<file path="src/rtl/fcl_pkg.sv">
`timescale 1ns/1ps
package fcl_pkg;

    localparam int unsigned FCL_BYTE_BITS = 8;

    typedef enum logic [3:0] {
        ST_IDLE    = 4'd0,
        ST_RESET   = 4'd1,
        ST_RELEASE = 4'd2,
        ST_HOUSE   = 4'd3,
        ST_GAP     = 4'd4,
        ST_STREAM  = 4'd5,
        ST_CHECK   = 4'd6,
        ST_PAD     = 4'd7,
        ST_END     = 4'd8
    } fcl_state_e;

    typedef struct packed {
        logic cs_n;
        logic rst_n;
    } fcl_pins_t;

    // Static pin levels for each sequencer phase
    function automatic fcl_pins_t fcl_pins(fcl_state_e s);
        fcl_pins_t p;
        case (s)
            ST_RESET:   begin p.cs_n = 1'b0; p.rst_n = 1'b0; end
            ST_RELEASE,
            ST_HOUSE,
            ST_STREAM,
            ST_CHECK,
            ST_PAD:     begin p.cs_n = 1'b0; p.rst_n = 1'b1; end
            default:    begin p.cs_n = 1'b1; p.rst_n = 1'b1; end
        endcase
        return p;
    endfunction

    function automatic int unsigned fcl_max3(int unsigned a, int unsigned b, int unsigned c);
        int unsigned m;
        m = (a > b) ? a : b;
        return (m > c) ? m : c;
    endfunction

    // Half-period divider, rounded up so the clock never exceeds the target rate
    function automatic int unsigned fcl_half_div(int unsigned clk_hz, int unsigned sck_hz);
        int unsigned d;
        d = (clk_hz + 2 * sck_hz - 1) / (2 * sck_hz);
        return (d < 1) ? 1 : d;
    endfunction

endpackage

</file>
<file path="src/rtl/fcl_sync.sv">
`timescale 1ns/1ps
module fcl_sync #(
    parameter int unsigned STAGES = 2
) (
    input  logic clk,
    input  logic rst,
    input  logic d_async,
    output logic q
);
    logic [STAGES-1:0] chain;

    always_ff @(posedge clk) begin
        if (rst) chain <= '0;
        else     chain <= {chain[STAGES-2:0], d_async};
    end

    assign q = chain[STAGES-1];
endmodule

</file>
<file path="src/rtl/fcl_timer.sv">
`timescale 1ns/1ps
module fcl_timer #(
    parameter int unsigned TW = 8
) (
    input  logic          clk,
    input  logic          rst,
    input  logic          load,
    input  logic [TW-1:0] load_val,
    output logic          zero
);
    logic [TW-1:0] cnt;

    always_ff @(posedge clk) begin
        if (rst)                cnt <= '0;
        else if (load)          cnt <= load_val;
        else if (cnt != '0)     cnt <= cnt - 1'b1;
    end

    assign zero = (cnt == '0);

    AST_TIMER_LOAD_NONZERO: assert property (@(posedge clk) disable iff (rst)
        load |=> !zero) else $error("timer did not hold loaded value");
endmodule

</file>
<file path="src/rtl/fcl_spi_tx.sv">
`timescale 1ns/1ps
module fcl_spi_tx
    import fcl_pkg::*;
#(
    parameter int unsigned HALF = 2
) (
    input  logic                     clk,
    input  logic                     rst,
    input  logic                     load,
    input  logic [FCL_BYTE_BITS-1:0] data,
    output logic                     sck,
    output logic                     mosi,
    output logic                     idle,
    output logic                     byte_done
);
    localparam int unsigned HW = (HALF > 1) ? $clog2(HALF) : 1;
    localparam int unsigned BW = $clog2(FCL_BYTE_BITS);
    localparam logic [HW-1:0] HLAST = HW'(HALF - 1);
    localparam logic [BW-1:0] BLAST = BW'(FCL_BYTE_BITS - 1);

    logic                     active;
    logic [HW-1:0]            hcnt;
    logic [BW-1:0]            bitcnt;
    logic [FCL_BYTE_BITS-1:0] sh;
    logic                     sck_q;
    logic                     fin_q;

    always_ff @(posedge clk) begin
        if (rst) begin
            active <= 1'b0;
            hcnt   <= '0;
            bitcnt <= '0;
            sh     <= '0;
            sck_q  <= 1'b0;
            fin_q  <= 1'b0;
        end else begin
            fin_q <= 1'b0;
            if (!active) begin
                if (load) begin
                    active <= 1'b1;
                    sh     <= data;
                    hcnt   <= '0;
                    bitcnt <= '0;
                    sck_q  <= 1'b0;
                end
            end else if (hcnt == HLAST) begin
                hcnt <= '0;
                if (!sck_q) begin
                    sck_q <= 1'b1;
                end else begin
                    sck_q <= 1'b0;
                    if (bitcnt == BLAST) begin
                        active <= 1'b0;
                        fin_q  <= 1'b1;
                    end else begin
                        bitcnt <= bitcnt + 1'b1;
                        sh     <= {sh[FCL_BYTE_BITS-2:0], 1'b0};
                    end
                end
            end else begin
                hcnt <= hcnt + 1'b1;
            end
        end
    end

    assign sck       = sck_q;
    assign mosi      = active ? sh[FCL_BYTE_BITS-1] : 1'b0;
    assign idle      = !active;
    assign byte_done = fin_q;

    AST_MOSI_HELD_HIGH: assert property (@(posedge clk) disable iff (rst)
        (sck_q && $past(sck_q)) |-> $stable(mosi)) else $error("data moved while clock high");
    AST_LOAD_ONLY_IDLE: assert property (@(posedge clk) disable iff (rst)
        (load && !active) |=> !idle) else $error("load lost");
endmodule

</file>
<file path="src/rtl/fpga_cfg_loader.sv">
`timescale 1ns/1ps
module fpga_cfg_loader
    import fcl_pkg::*;
#(
    parameter int unsigned CLK_HZ      = 125_000_000,
    parameter int unsigned SCK_HZ      = 10_000_000,
    parameter int unsigned SCK_HALF    = fcl_half_div(CLK_HZ, SCK_HZ),
    parameter int unsigned RESET_CYC   = CLK_HZ / 1_000_000,
    parameter int unsigned HOUSE_CYC   = (CLK_HZ / 10_000) * 12,
    parameter int unsigned DONE_SETTLE = 4,
    parameter int unsigned PAD_BYTES   = 7
) (
    input  logic       clk,
    input  logic       rst,
    input  logic       start,
    input  logic       partial_req,
    input  logic [7:0] s_data,
    input  logic       s_valid,
    input  logic       s_last,
    output logic       s_ready,
    output logic       cfg_cs_n,
    output logic       cfg_sck,
    output logic       cfg_mosi,
    output logic       cfg_rst_n,
    input  logic       cfg_done_in,
    output logic       busy,
    output logic       done,
    output logic       error
);
    localparam int unsigned GAP_CYC = 2 * SCK_HALF;
    localparam int unsigned TMAX    = fcl_max3(fcl_max3(RESET_CYC, HOUSE_CYC, GAP_CYC), DONE_SETTLE, 1);
    localparam int unsigned TW      = $clog2(TMAX + 2);
    localparam int unsigned PW      = $clog2(PAD_BYTES + 1);
    localparam logic [PW-1:0] PAD_N = PW'(PAD_BYTES);

    fcl_state_e state, nxt;
    fcl_pins_t  pins;

    logic          done_s;
    logic          tmr_load;
    logic [TW-1:0] tmr_val;
    logic          tmr_zero;
    logic          tx_load;
    logic [7:0]    tx_data;
    logic          tx_idle;
    logic          tx_done;
    logic          take;
    logic          pad_inc;
    logic          set_err;
    logic          set_done;
    logic          clr_flags;
    logic          last_taken;
    logic [PW-1:0] pad_cnt;
    logic          err_q;
    logic          done_q;

    fcl_sync #(.STAGES(2)) u_done_sync (
        .clk     (clk),
        .rst     (rst),
        .d_async (cfg_done_in),
        .q       (done_s)
    );

    fcl_timer #(.TW(TW)) u_timer (
        .clk      (clk),
        .rst      (rst),
        .load     (tmr_load),
        .load_val (tmr_val),
        .zero     (tmr_zero)
    );

    fcl_spi_tx #(.HALF(SCK_HALF)) u_tx (
        .clk       (clk),
        .rst       (rst),
        .load      (tx_load),
        .data      (tx_data),
        .sck       (cfg_sck),
        .mosi      (cfg_mosi),
        .idle      (tx_idle),
        .byte_done (tx_done)
    );

    assign s_ready = (state == ST_STREAM) && !last_taken && tx_idle;

    always_comb begin
        nxt       = state;
        tmr_load  = 1'b0;
        tmr_val   = '0;
        tx_load   = 1'b0;
        tx_data   = '0;
        take      = 1'b0;
        pad_inc   = 1'b0;
        set_err   = 1'b0;
        set_done  = 1'b0;
        clr_flags = 1'b0;
        case (state)
            ST_IDLE: begin
                if (start) begin
                    clr_flags = 1'b1;
                    if (partial_req) begin
                        set_err = 1'b1;
                    end else begin
                        nxt      = ST_RESET;
                        tmr_load = 1'b1;
                        tmr_val  = TW'(RESET_CYC);
                    end
                end
            end
            ST_RESET: begin
                if (tmr_zero) begin
                    nxt      = ST_RELEASE;
                    tmr_load = 1'b1;
                    tmr_val  = TW'(DONE_SETTLE);
                end
            end
            ST_RELEASE: begin
                if (tmr_zero) begin
                    if (done_s) begin
                        set_err = 1'b1;
                        nxt     = ST_END;
                    end else begin
                        nxt      = ST_HOUSE;
                        tmr_load = 1'b1;
                        tmr_val  = TW'(HOUSE_CYC);
                    end
                end
            end
            ST_HOUSE: begin
                if (tmr_zero) begin
                    nxt      = ST_GAP;
                    tmr_load = 1'b1;
                    tmr_val  = TW'(GAP_CYC);
                end
            end
            ST_GAP: begin
                if (tmr_zero) nxt = ST_STREAM;
            end
            ST_STREAM: begin
                if (s_ready && s_valid) begin
                    tx_load = 1'b1;
                    tx_data = s_data;
                    take    = 1'b1;
                end
                if (last_taken && tx_done) begin
                    nxt      = ST_CHECK;
                    tmr_load = 1'b1;
                    tmr_val  = TW'(DONE_SETTLE);
                end
            end
            ST_CHECK: begin
                if (tmr_zero) begin
                    if (done_s) begin
                        nxt = ST_PAD;
                    end else begin
                        set_err = 1'b1;
                        nxt     = ST_END;
                    end
                end
            end
            ST_PAD: begin
                if (tx_idle && (pad_cnt != PAD_N)) begin
                    tx_load = 1'b1;
                    pad_inc = 1'b1;
                end
                if (tx_done && (pad_cnt == PAD_N)) begin
                    set_done = 1'b1;
                    nxt      = ST_END;
                end
            end
            ST_END: nxt = ST_IDLE;
            default: nxt = ST_IDLE;
        endcase
    end

    always_ff @(posedge clk) begin
        if (rst) begin
            state      <= ST_IDLE;
            last_taken <= 1'b0;
            pad_cnt    <= '0;
            err_q      <= 1'b0;
            done_q     <= 1'b0;
        end else begin
            state <= nxt;
            if (clr_flags) begin
                err_q      <= set_err;
                done_q     <= 1'b0;
                last_taken <= 1'b0;
            end else begin
                if (set_err)  err_q  <= 1'b1;
                if (set_done) done_q <= 1'b1;
                if (take)     last_taken <= s_last;
            end
            if (state == ST_CHECK) pad_cnt <= '0;
            else if (pad_inc)      pad_cnt <= pad_cnt + 1'b1;
        end
    end

    assign pins      = fcl_pins(state);
    assign cfg_cs_n  = pins.cs_n;
    assign cfg_rst_n = pins.rst_n;
    assign busy      = (state != ST_IDLE);
    assign done      = done_q;
    assign error     = err_q;

    AST_SCK_NEEDS_CS: assert property (@(posedge clk) disable iff (rst)
        cfg_sck |-> !cfg_cs_n) else $error("clock without chip select");
    AST_IDLE_PINS: assert property (@(posedge clk) disable iff (rst)
        !busy |-> (cfg_cs_n && cfg_rst_n && !cfg_sck)) else $error("pins not idle");
    AST_ERR_STICKY: assert property (@(posedge clk) disable iff (rst)
        (error && !start) |=> error) else $error("error dropped");
    AST_PARTIAL_NO_PINS: assert property (@(posedge clk) disable iff (rst)
        (!busy && start && partial_req) |=> (!busy && error && cfg_cs_n && cfg_rst_n)) else $error("partial moved pins");
    AST_FLAGS_EXCL: assert property (@(posedge clk) disable iff (rst)
        !(done && error)) else $error("done and error together");
    AST_READY_ONLY_STREAM: assert property (@(posedge clk) disable iff (rst)
        s_ready |-> (!cfg_cs_n && cfg_rst_n && !cfg_sck)) else $error("ready outside stream");
endmodule

</file>
<file path="config.mk">
export PLATFORM = sky130hd
export DESIGN_NAME = fpga_cfg_loader
export DESIGN_NICKNAME = d
export VERILOG_FILES = /design/src/rtl/fcl_pkg.sv /design/src/rtl/fcl_sync.sv /design/src/rtl/fcl_timer.sv /design/src/rtl/fcl_spi_tx.sv /design/src/rtl/fpga_cfg_loader.sv
export SDC_FILE = /design/constraint.sdc
export NUM_CORES = 1
export LEC_CHECK = 0
export BUFFER_PORTS_ARGS = -buffer_cell sky130_fd_sc_hd__buf_4
export CAP_MARGIN = 0
export CORE_MARGIN = 10
export CORE_UTILIZATION = 59
export CTS_CLUSTER_SIZE = 25
export DETAILED_ROUTE_END_ITERATION = 10
export MAX_ROUTING_LAYER = met4
export PLACE_DENSITY = 0.82
export SYNTH_ARGS = -nofsm -noshare
export SYNTH_HDL_FRONTEND = slang
export SYNTH_HIERARCHICAL = 1
export SYNTH_SLANG_ARGS = --single-unit
export TNS_END_PERCENT = 30
</file>
<file path="constraint.sdc">
create_clock -name clk -period 3.5 [get_ports clk]
set_input_delay 0.35 -clock clk [delete_from_list [all_inputs] [get_ports clk]]
set_output_delay 0.35 -clock clk [all_outputs]
set_load 0.01 [all_outputs]
</file>
# == Word level (Yosys, flattened, before mapping) ==
# Cells that the tools add are included.
# totals
reg_bits,47
out_inout_bits,8
# op_classes
add_sub_neg,4
n_eq_ne,23
muxes,71
bitwise,3
n_reduce_logical,23
# op_table
op,count
$pmux 18 s5,1
$mux 18,4
$mux 8,7
$mux 4,12
$pmux 4 s8,1
$mux 1,31
$mux 3,9
$ne 2x2->1 const B,11
$logic_not 18->1,1
$reduce_bool 18->1,1
$sub 18x1->18 const B,1
$eq 4x3->1 const B,4
$mux 7,2
$add 3x1->3 const B,3
$eq 3x3->1 const B,3
$reduce_and 9->1,1
$eq 4x2->1 const B,2
$logic_and 1x1->1,6
$reduce_bool 2->1,3
$reduce_or 2->1,3
$reduce_or 5->1,1
$eq 4x1->1 const B,1
$logic_not 4->1,1
$pmux 1 s4,1
11 further kinds,14

# == Depth between registers and ports, before layout ==
# Gate-level depths: netlist of the first run.
# depth
depth_word,8
mapped_depth,12

# == Hierarchy ==
# Netlist of the first run, hierarchy kept.
# modules_own_cells
module,n_inst,cells_each,area_per_inst_um2,seq_area_each_um2
fcl_timer,1,125,993.5,360.3
fcl_spi_tx,1,86,819.5,340.3
fpga_cfg_loader,1,98,794.5,200.2
fcl_sync,1,4,52.6,40.0

# == Worst setup path before layout of the first run ==
# No wires, ideal clock.
# synth_path
path_kind,register to register
startpoint,register u_timer.cnt[12]
endpoint,register u_timer.cnt[17]
setup_ns,0.115
arrival_ns,2.968
slack_ns,0.418
path_stages_with_launch,12
path_cell_list,dfxtp_1 > or4_4 > or3_1 > buf_6 > nor2_2 > nand3_1 > or4_1 > nand3_1 > clkbuf_1 > clkbuf_1 > a21oi_1 > o21a_1
# synth_between
elab_chain_cells,4
word_cells_on_any_way,11
# synth_rtl
item,line,source
start: declaration,fcl_timer.sv:11,logic [TW-1:0] cnt;
start signal: assignment,fcl_timer.sv:15,else if (load) cnt <= load_val;
start signal: assignment,fcl_timer.sv:16,else if (cnt != '0) cnt <= cnt - 1'b1;
$logic_not 18->1 (*),fcl_timer.sv:19,assign zero = (cnt == '0);
net tmr_zero,fpga_cfg_loader.sv:42,logic tmr_zero;
$mux 1 (on tied branches),"fpga_cfg_loader.sv:110, fpga_cfg_loader.sv:129, fpga_cfg_loader.sv:117",
$pmux 1 s4 (*),fpga_cfg_loader.sv:96,case (state)
net tmr_load,fpga_cfg_loader.sv:40,logic tmr_load;
$mux 18 / $reduce_bool 2->1 (equally long branches),n/a,
# The timed path passes the listed nets; every way through them passes the cells marked *. The select of a mux whose other input is x is not followed.
# A chain may end at the register's enable or synchronous reset.

# == Worst setup path after layout of the first run ==
# layout_path
startpoint,register u_timer.cnt[12]
endpoint,register u_timer.cnt[5]
# The elaborated chain is that of the path after synthesis.

==> impl_metrics.toml, run 1 <==
[run_status]
status = "complete, no violations"

[power]
p_leak_uw = 0.00120
ir_drop_v = 0.000437
power.internal_uw = 1400
clockPowerShare = 0.207
switching_share = 0.378
power.density_nw_per_um2 = 756
power_uw = 2260
combPwrFrac = 0.441
p_switching_uw = 854
seqPwrFrac = 0.351

[logic_synthesis]
yosysSeqAreaShare = 0.354
ys_warn_count = 6
syn_area_sq_um = 2660
async_reset_ff_frac = 0
synth_top_area_cell = "dfxtp_1"
ys_types = 68
syn_area_per_cell_sq_um = 8.50
synthFlopType = "dfxtp_1"
synth-seq-cells = 47
synthCells = 313
synth_top_cells_by_area = "dfxtp_1 (35%), a21oi_1 (4.3%), nand2_1 (3.5%), o21ai_0 (3.4%), xnor2_1 (3.3%)"
synth_top_area_frac = 0.354
synth-edff-count = 0

[worst_setup_path]
ff2ff_path_depth = 9
worstSetupStartpointType = "flop"
crit_fanout = 8
critPathMaxStageDelay_ns = 0.56
crit_top_cell = "nand3_1"
crit_path_top_delay_cell = "or4_4"
regToRegSetupSlack_ns = 0.48
crit_type = "flop to flop"
required_ns = 3.72
r2r_start = "u_timer/cnt[12]$_SDFFE_PP0P_"
cp-end-kind = "flop"
path_cells = "or4_4, or3_1, nor2_2, nand3_1, or4_1, nand3_1, nor2b_1, nand2_1, o21ai_0"
critPathArrivalTime_ns = 3.24
r2r_end = "u_timer/cnt[5]$_SDFFE_PP0P_"

[drt]
routedWlPerCell_um = 14.3
drcViolationCount = 0
num_vias = 2249
drt-initial-drc-count = 113
ant_nets = 0
wirelength_um = 5580
dr.pass1.iters = 4
vias_per_cell = 5.78

[die]
pin_count = 23
core_area_sq_um = 4350
rows = 24
die_w_um = 87.1
initial_core_util = 0.611
dieArea_sq_um = 7590
die_h_um = 87.1

[timing]
relSlewSlack = 0.618
rsz0062_at_grt = "false"
min_period_over_period = 0.862
tns_ns = 0
tightest_slew_ns = 0.573
maxSlewViolCount = 0
finalHoldViolations = 0
finalWorstSetupSlack_ns = 0.481
fmax_mhz = 331
fin_skew_ns = 0.00457
finalSetupViolCount = 0
fin_crit_ns = 3.02
hold_ws_ns = 0.257

[place]
gp_congestion = 0.872
portBuffers = 22
place_ws_ns = 0.510
dp.cells = 381
hpwl_um = 4000

[cells_and_area]
area_growth_pct = 12.2
regArea_sq_um = 941
multiInputGateArea_sq_um = 1560
layout.cells.non_filler = 389
drive_gt1_frac = 0.157
layout.nets = 356
nFillCells = 359
diodes = 0

[cts]
clk_pin_slew_ns = 0.09
cts_tree = "done"
cts-root-buf = "clkbuf_8"
cts_resized = 0
cts_hold_buffers = 0
clock_latency_ns = 0.30
clock_path_buffers = 2
clock-sinks = 47
htreeDepth = 2
cts_buffers = 5
post_cts_buffers = 0

[global_routing]
grt_pass1_vias = 2144
grt_max_degree = 43
track_usage = 0.156
grt_pass1_wl_um = 9600
antenna_found_initial = 0
grt_remaining_overflow = 0

[run]
max_cap_viol_count = 0

[hold_path]
holdCritPathClass = "input pin to flop"
min_from = "cfg_done_in"
hold_depth = 2
hold_end = "u_done_sync/chain[0]$_SDFF_PP0_"
[routing by layer]
layer | vias to the layer above | global-route usage | share of wire
met5 | - | - | 0
met4 | 0 | 0.0551 | 0.017
met3 | 10 | 0.0337 | 0.033
met2 | 34 | 0.251 | 0.49
met1 | 1052 | 0.187 | 0.46
li1 | 1153 | - | -
[metrics by stage]
stage / util / cell area (sq um)
floorplan: - / 2680
global placement: 0.655 / 2850
detailed placement: 0.655 / 2850
CTS: 0.685 / 2980
global route: 0.685 / 2980
finish: 0.685 / 2980
[Yosys cell counts (3+ instances only)]
cell and instances:
o21ai_0 18, a221oi_1 3, clkbuf_1 9, nand2_1 25
and2_1 10, nand3_1 7, nor3b_1 4, nor3_1 12
ha_1 5, buf_6 3, a211oi_1 3, dfxtp_1 47
mux2i_1 4, xor2_1 3, xnor2_1 10, nor2b_1 7
nand2b_1 7, inv_1 23, nor2_1 19, nor4_1 5
or3_1 6, a21oi_1 23, o221a_1 7
[worst max path at each step]
stage / startpoint / cells past startpoint / to / slack, ns
floorplan: u_timer/cnt[12]$_SDFFE_PP0P_ / 11 / u_timer/cnt[17]$_SDFFE_PP0P_ / 0.42
global placement: u_timer/cnt[12]$_SDFFE_PP0P_ / 9 / u_timer/cnt[7]$_SDFFE_PP0P_ / 0.63
detailed placement: u_timer/cnt[12]$_SDFFE_PP0P_ / 9 / u_timer/cnt[5]$_SDFFE_PP0P_ / 0.51
CTS: u_timer/cnt[12]$_SDFFE_PP0P_ / 9 / u_timer/cnt[5]$_SDFFE_PP0P_ / 0.48
global route: u_timer/cnt[12]$_SDFFE_PP0P_ / 9 / u_timer/cnt[5]$_SDFFE_PP0P_ / 0.16
finish: u_timer/cnt[12]$_SDFFE_PP0P_ / 9 / u_timer/cnt[5]$_SDFFE_PP0P_ / 0.48
[power groups by stage]
stage / registers [uW] / clock network [uW] / logic (uW)
detailed placement: 801 / 0 / 983
CTS: 789 / 474 / 993
floorplan: 754 / 0 / 799
global route: 814 / 497 / 1110
finish: 793 / 467 / 996
global placement: 795 / 0 / 962
[cells by family (layout without fill, tap and decap cells)]
logic type,Yosys count,count (layout),share of synthesized area
AND/OR/NAND/NOR,128,128,0.293
XOR/XNOR,13,13,0.0428
flip-flops,47,47,0.354
buffers and inverters,38,57,0.0654
AO/OA/AOI/OAI,75,75,0.196
other,1,6,0.00141
multiplexers,6,6,0.0249
adder cells (fa/ha/maj),5,5,0.0235
[worst max-delay path, delay by kind of cell, from the launching register on]
family             cells  cell delay (ns)
AOI/OAI and AO/OA      1             0.09
DFF                    1             0.35
and+or+nand+nor        8             2.51
[cell usage in the layout, fill, tap and decap left out, types with 3 or more instances in the layout]
cell	netlist	layout
nor3_1	12	12
ha_1	5	5
nor3b_1	4	4
nor2b_1	7	7
dfxtp_1	47	47
a21oi_1	23	23
nand2_1	25	25
xnor2_1	10	10
xor2_1	3	3
conb_1	1	6
mux2i_1	4	4
nand2b_1	7	7
o221a_1	7	7
buf_4	2	26
inv_1	23	23
and2_1	10	10
a211oi_1	3	3
or3_1	6	6
clkbuf_8	0	5
a221oi_1	3	3
nand3_1	7	7
o21ai_0	18	18
nor2_1	19	19
nor4_1	5	5
[flip-flops by register name, indices dropped and copies added (netlist names), 2 cells and up]
name and count:
pad_cnt 3, state 4, u_done_sync/chain 2, u_timer/cnt 18, u_tx/bitcnt 3, u_tx/hcnt 3, u_tx/sh 8
[cell type report]
| cell class | instances | share of cell area |
|---|---|---|
| multi-input combinational | 233 | 0.524 |
| sequential | 47 | 0.315 |
| timing repair buffer | 26 | 0.0654 |
| inverter | 23 | 0.0289 |
| clock buffer | 6 | 0.0243 |
| tap | 52 | 0.0218 |
| clock inverter | 2 | 0.0201 |
(Power assumes the default switching activity.)
==> inputs of run 2 (changes only) <==
--- a/config.mk
+++ b/config.mk
@@ -5,14 +5,15 @@
 export SDC_FILE = /design/constraint.sdc
 export NUM_CORES = 1
 export LEC_CHECK = 0
+export ABC_AREA = 1
 export BUFFER_PORTS_ARGS = -buffer_cell sky130_fd_sc_hd__buf_4
 export CAP_MARGIN = 0
 export CORE_MARGIN = 10
-export CORE_UTILIZATION = 59
+export CORE_UTILIZATION = 60
 export CTS_CLUSTER_SIZE = 25
 export DETAILED_ROUTE_END_ITERATION = 10
 export MAX_ROUTING_LAYER = met4
-export PLACE_DENSITY = 0.82
+export PLACE_DENSITY = 0.83
 export SYNTH_ARGS = -nofsm -noshare
 export SYNTH_HDL_FRONTEND = slang
 export SYNTH_HIERARCHICAL = 1
==> run 2 against run 1 <==
  * Register-to-register slack worse by 0.05 ns
  * Combinational power increased by 42%
  * Synthesized cell count grew 46%
  * Largest power group unchanged
  * Worst setup slack lost 0.053 ns
  * Routed wire length is 9.4% higher
  * Clock power down 36%
  * Critical endpoint is now u_timer/cnt[4]$_SDFFE_PP0P_
  * Critical path type unchanged
  * Largest cell class unchanged
  * Utilization shrank 1.4 points
  * First-iteration DRC count grew 58%
  * Clock-buffer cell count unchanged
  * Clock skew barely moved
  * Worst hold slack better by 0.018 ns
==> impl_metrics.toml, run 2 <==
[run_status]
status = "complete, no violations"

[cells_and_area]
layout.cells.most_common_list = "nand2_1 (142), nor2_1 (83), inv_1 (51)"
layout.nets = 503
diodes = 0
nFillCells = 440
area_growth_pct = 9.08
layout.cells.non_filler = 549
final_area_sq_um = 3170
top_register = "u_timer/cnt"
largest_register_ffs = 18
drive_gt1_frac = 0.124
layout_commonest_cell = "nand2_1"
reg.largest.list = "u_timer/cnt (18), u_tx/sh (8), state (4)"

[power]
power.internal_uw = 1290
power.density_nw_per_um2 = 786
ir_drop_v = 0.000518
p_leak_uw = 0.00154
power_uw = 2490
seqPwrFrac = 0.314
clockPowerShare = 0.121
combPwrFrac = 0.565
switching_share = 0.481
p_switching_uw = 1200

[drt]
vias_per_cell = 5.03
wirelength_um = 6110
drt-initial-drc-count = 179
routedWlPerCell_um = 11.1
dr.pass1.iters = 4
drcViolationCount = 0
ant_nets = 0
num_vias = 2762

[logic_synthesis]
ys_warn_count = 6
async_reset_ff_frac = 0
synth-edff-count = 0
synthCells = 458
synth_top_area_cell = "dfxtp_1"
yosysSeqAreaShare = 0.323
synth_top_area_frac = 0.323
syn_area_sq_um = 2910
synth_top_cells_by_area = "dfxtp_1 (32%), nand2_1 (18%), nor2_1 (11%), inv_1 (6.6%), nand3_1 (6.2%)"
yosysMostFrequentCell = "nand2_1"
synth_commonest_cells = "nand2_1 (142), nor2_1 (84), inv_1 (51), dfxtp_1 (47), nand3_1 (36)"
ys_types = 34
synthFlopType = "dfxtp_1"
syn_area_per_cell_sq_um = 6.35
synth-seq-cells = 47

[timing]
relSlewSlack = 0.564
tightest_slew_ns = 0.653
finalWorstSetupSlack_ns = 0.428
finalSetupViolCount = 0
rsz0062_at_grt = "false"
fin_skew_ns = 0.00500
min_period_over_period = 0.878
maxSlewViolCount = 0
finalHoldViolations = 0
tns_ns = 0
fin_crit_ns = 3.07
fmax_mhz = 326

[worst_setup_path]
crit_top_cell = "inv_1"
worstSetupStartpointType = "flop"
cp-end-kind = "flop"
crit_fanout = 20
cp_top_family = "simple AND/OR/NAND/NOR gates"
required_ns = 3.73
critPathMaxStageDelay_ns = 0.37
worst-path-buf-inv = 4
crit_path_top_delay_cell = "nor4_1"
path_cells = "inv_1, ha_1, nand2_2, nor2_8, nand2_1, nor4_1, inv_1, nor2_2, inv_1, nand3_1, inv_1, nand4_4, nand2_1, a21oi_1"
crit_type = "flop to flop"
critPathArrivalTime_ns = 3.30

[place]
dpl_cell_area_sq_um = 3100
place_ws_ns = 0.414
portBuffers = 22
hpwl_um = 4630
gp_congestion = 0.921
dp.cells = 543

[run]
max_cap_viol_count = 0

[global_routing]
antenna_found_initial = 0
track_usage = 0.172
grt_max_degree = 27
grt_pass1_vias = 2590
grt_pass1_wl_um = 11100
grt_remaining_overflow = 0

[cts]
clk_pin_slew_ns = 0.08
cts_buffers = 5
htreeDepth = 2
clock_latency_ns = 0.29
cts_tree = "done"
cts-root-buf = "clkbuf_8"
clock-sinks = 47
clock_path_buffers = 2

[die]
initial_core_util = 0.616
dieArea_sq_um = 8030
die_w_um = 89.6
pin_count = 23
die_h_um = 89.6
rows = 25
core_area_sq_um = 4720

[hold_path]
holdCritPathClass = "input pin to flop"
## run 2: layout make-up
type / instances / area, sq um / share of cell area
multi-input combinational: 353 / 1700 / 0.537
timing repair buffer: 23 / 173 / 0.0544
sequential: 47 / 941 / 0.297
tap: 67 / 83.8 / 0.0264
clock buffer: 6 / 72.6 / 0.0229
inverter: 53 / 199 / 0.0627
## run 2: stage by stage
stage | util | hold slack (ns)
floorplan | - | 0.388
global placement | 0.656 | 0.395
detailed placement | 0.656 | 0.396
CTS | 0.671 | 0.279
global route | 0.672 | 0.283
finish | 0.672 | 0.276
## run 2: cell families after synthesis
| kind of cell | share of synthesized area |
|---|---|
| simple gates | 0.463 |
| buf+inv | 0.0981 |
| flops | 0.323 |
| compound gates | 0.0598 |
| mux | 0.0241 |
| fa+ha+maj | 0.0215 |
| xor+xnor | 0.00903 |
| other cells | 0.00129 |
## run 2: layer usage
| metal | global-route usage | vias to the layer above | share of wire |
|---|---|---|---|
| li1 | - | 1461 | - |
| met2 | 0.283 | 63 | 0.47 |
| met1 | 0.206 | 1232 | 0.47 |
| met4 | 0.0535 | 0 | 0.011 |
| met5 | - | - | 0 |
| met3 | 0.0352 | 6 | 0.049 |
## run 2: repair_timing
item,in CTS,in global routing
hold buffers,0,0
resized for setup,0,1
setup endpoints to repair,0,3
setup buffers,0,0
## run 2: final timing paths
| kind | startpoint | to | slack [ns] | cells past startpoint |
|---|---|---|---|---|
| max | u_timer/cnt[0]$_SDFFE_PP0P_ | u_timer/cnt[4]$_SDFFE_PP0P_ | 0.43 | 14 |
| max reg2reg | u_timer/cnt[0]$_SDFFE_PP0P_ | u_timer/cnt[4]$_SDFFE_PP0P_ | 0.43 | 14 |
| min | cfg_done_in | u_done_sync/chain[0]$_SDFF_PP0_ | 0.28 | 3 |
| min reg2reg | u_done_sync/chain[0]$_SDFF_PP0_ | u_done_sync/chain[1]$_SDFF_PP0_ | 0.41 | 2 |
## run 2: worst register-to-register path, cell delays in order, from the launching register on
cell,delay [ns]
dfxtp_1,0.33
inv_1,0.08
ha_1,0.20
nand2_2,0.12
nor2_8,0.20
nand2_1,0.10
nor4_1,0.37
inv_1,0.19
nor2_2,0.28
inv_1,0.10
nand3_1,0.11
inv_1,0.29
nand4_4,0.36
nand2_1,0.15
a21oi_1,0.13
## run 2: power groups by stage
stage | Combinational (uW) | Sequential (uW) | Clock (uW)
3_3_place_gp | 1370 | 790 | 0
5_1_grt | 1630 | 800 | 329
6_report | 1410 | 783 | 301
2_1_floorplan | 1190 | 756 | 0
3_5_place_dp | 1400 | 792 | 0
4_1_cts | 1410 | 781 | 310
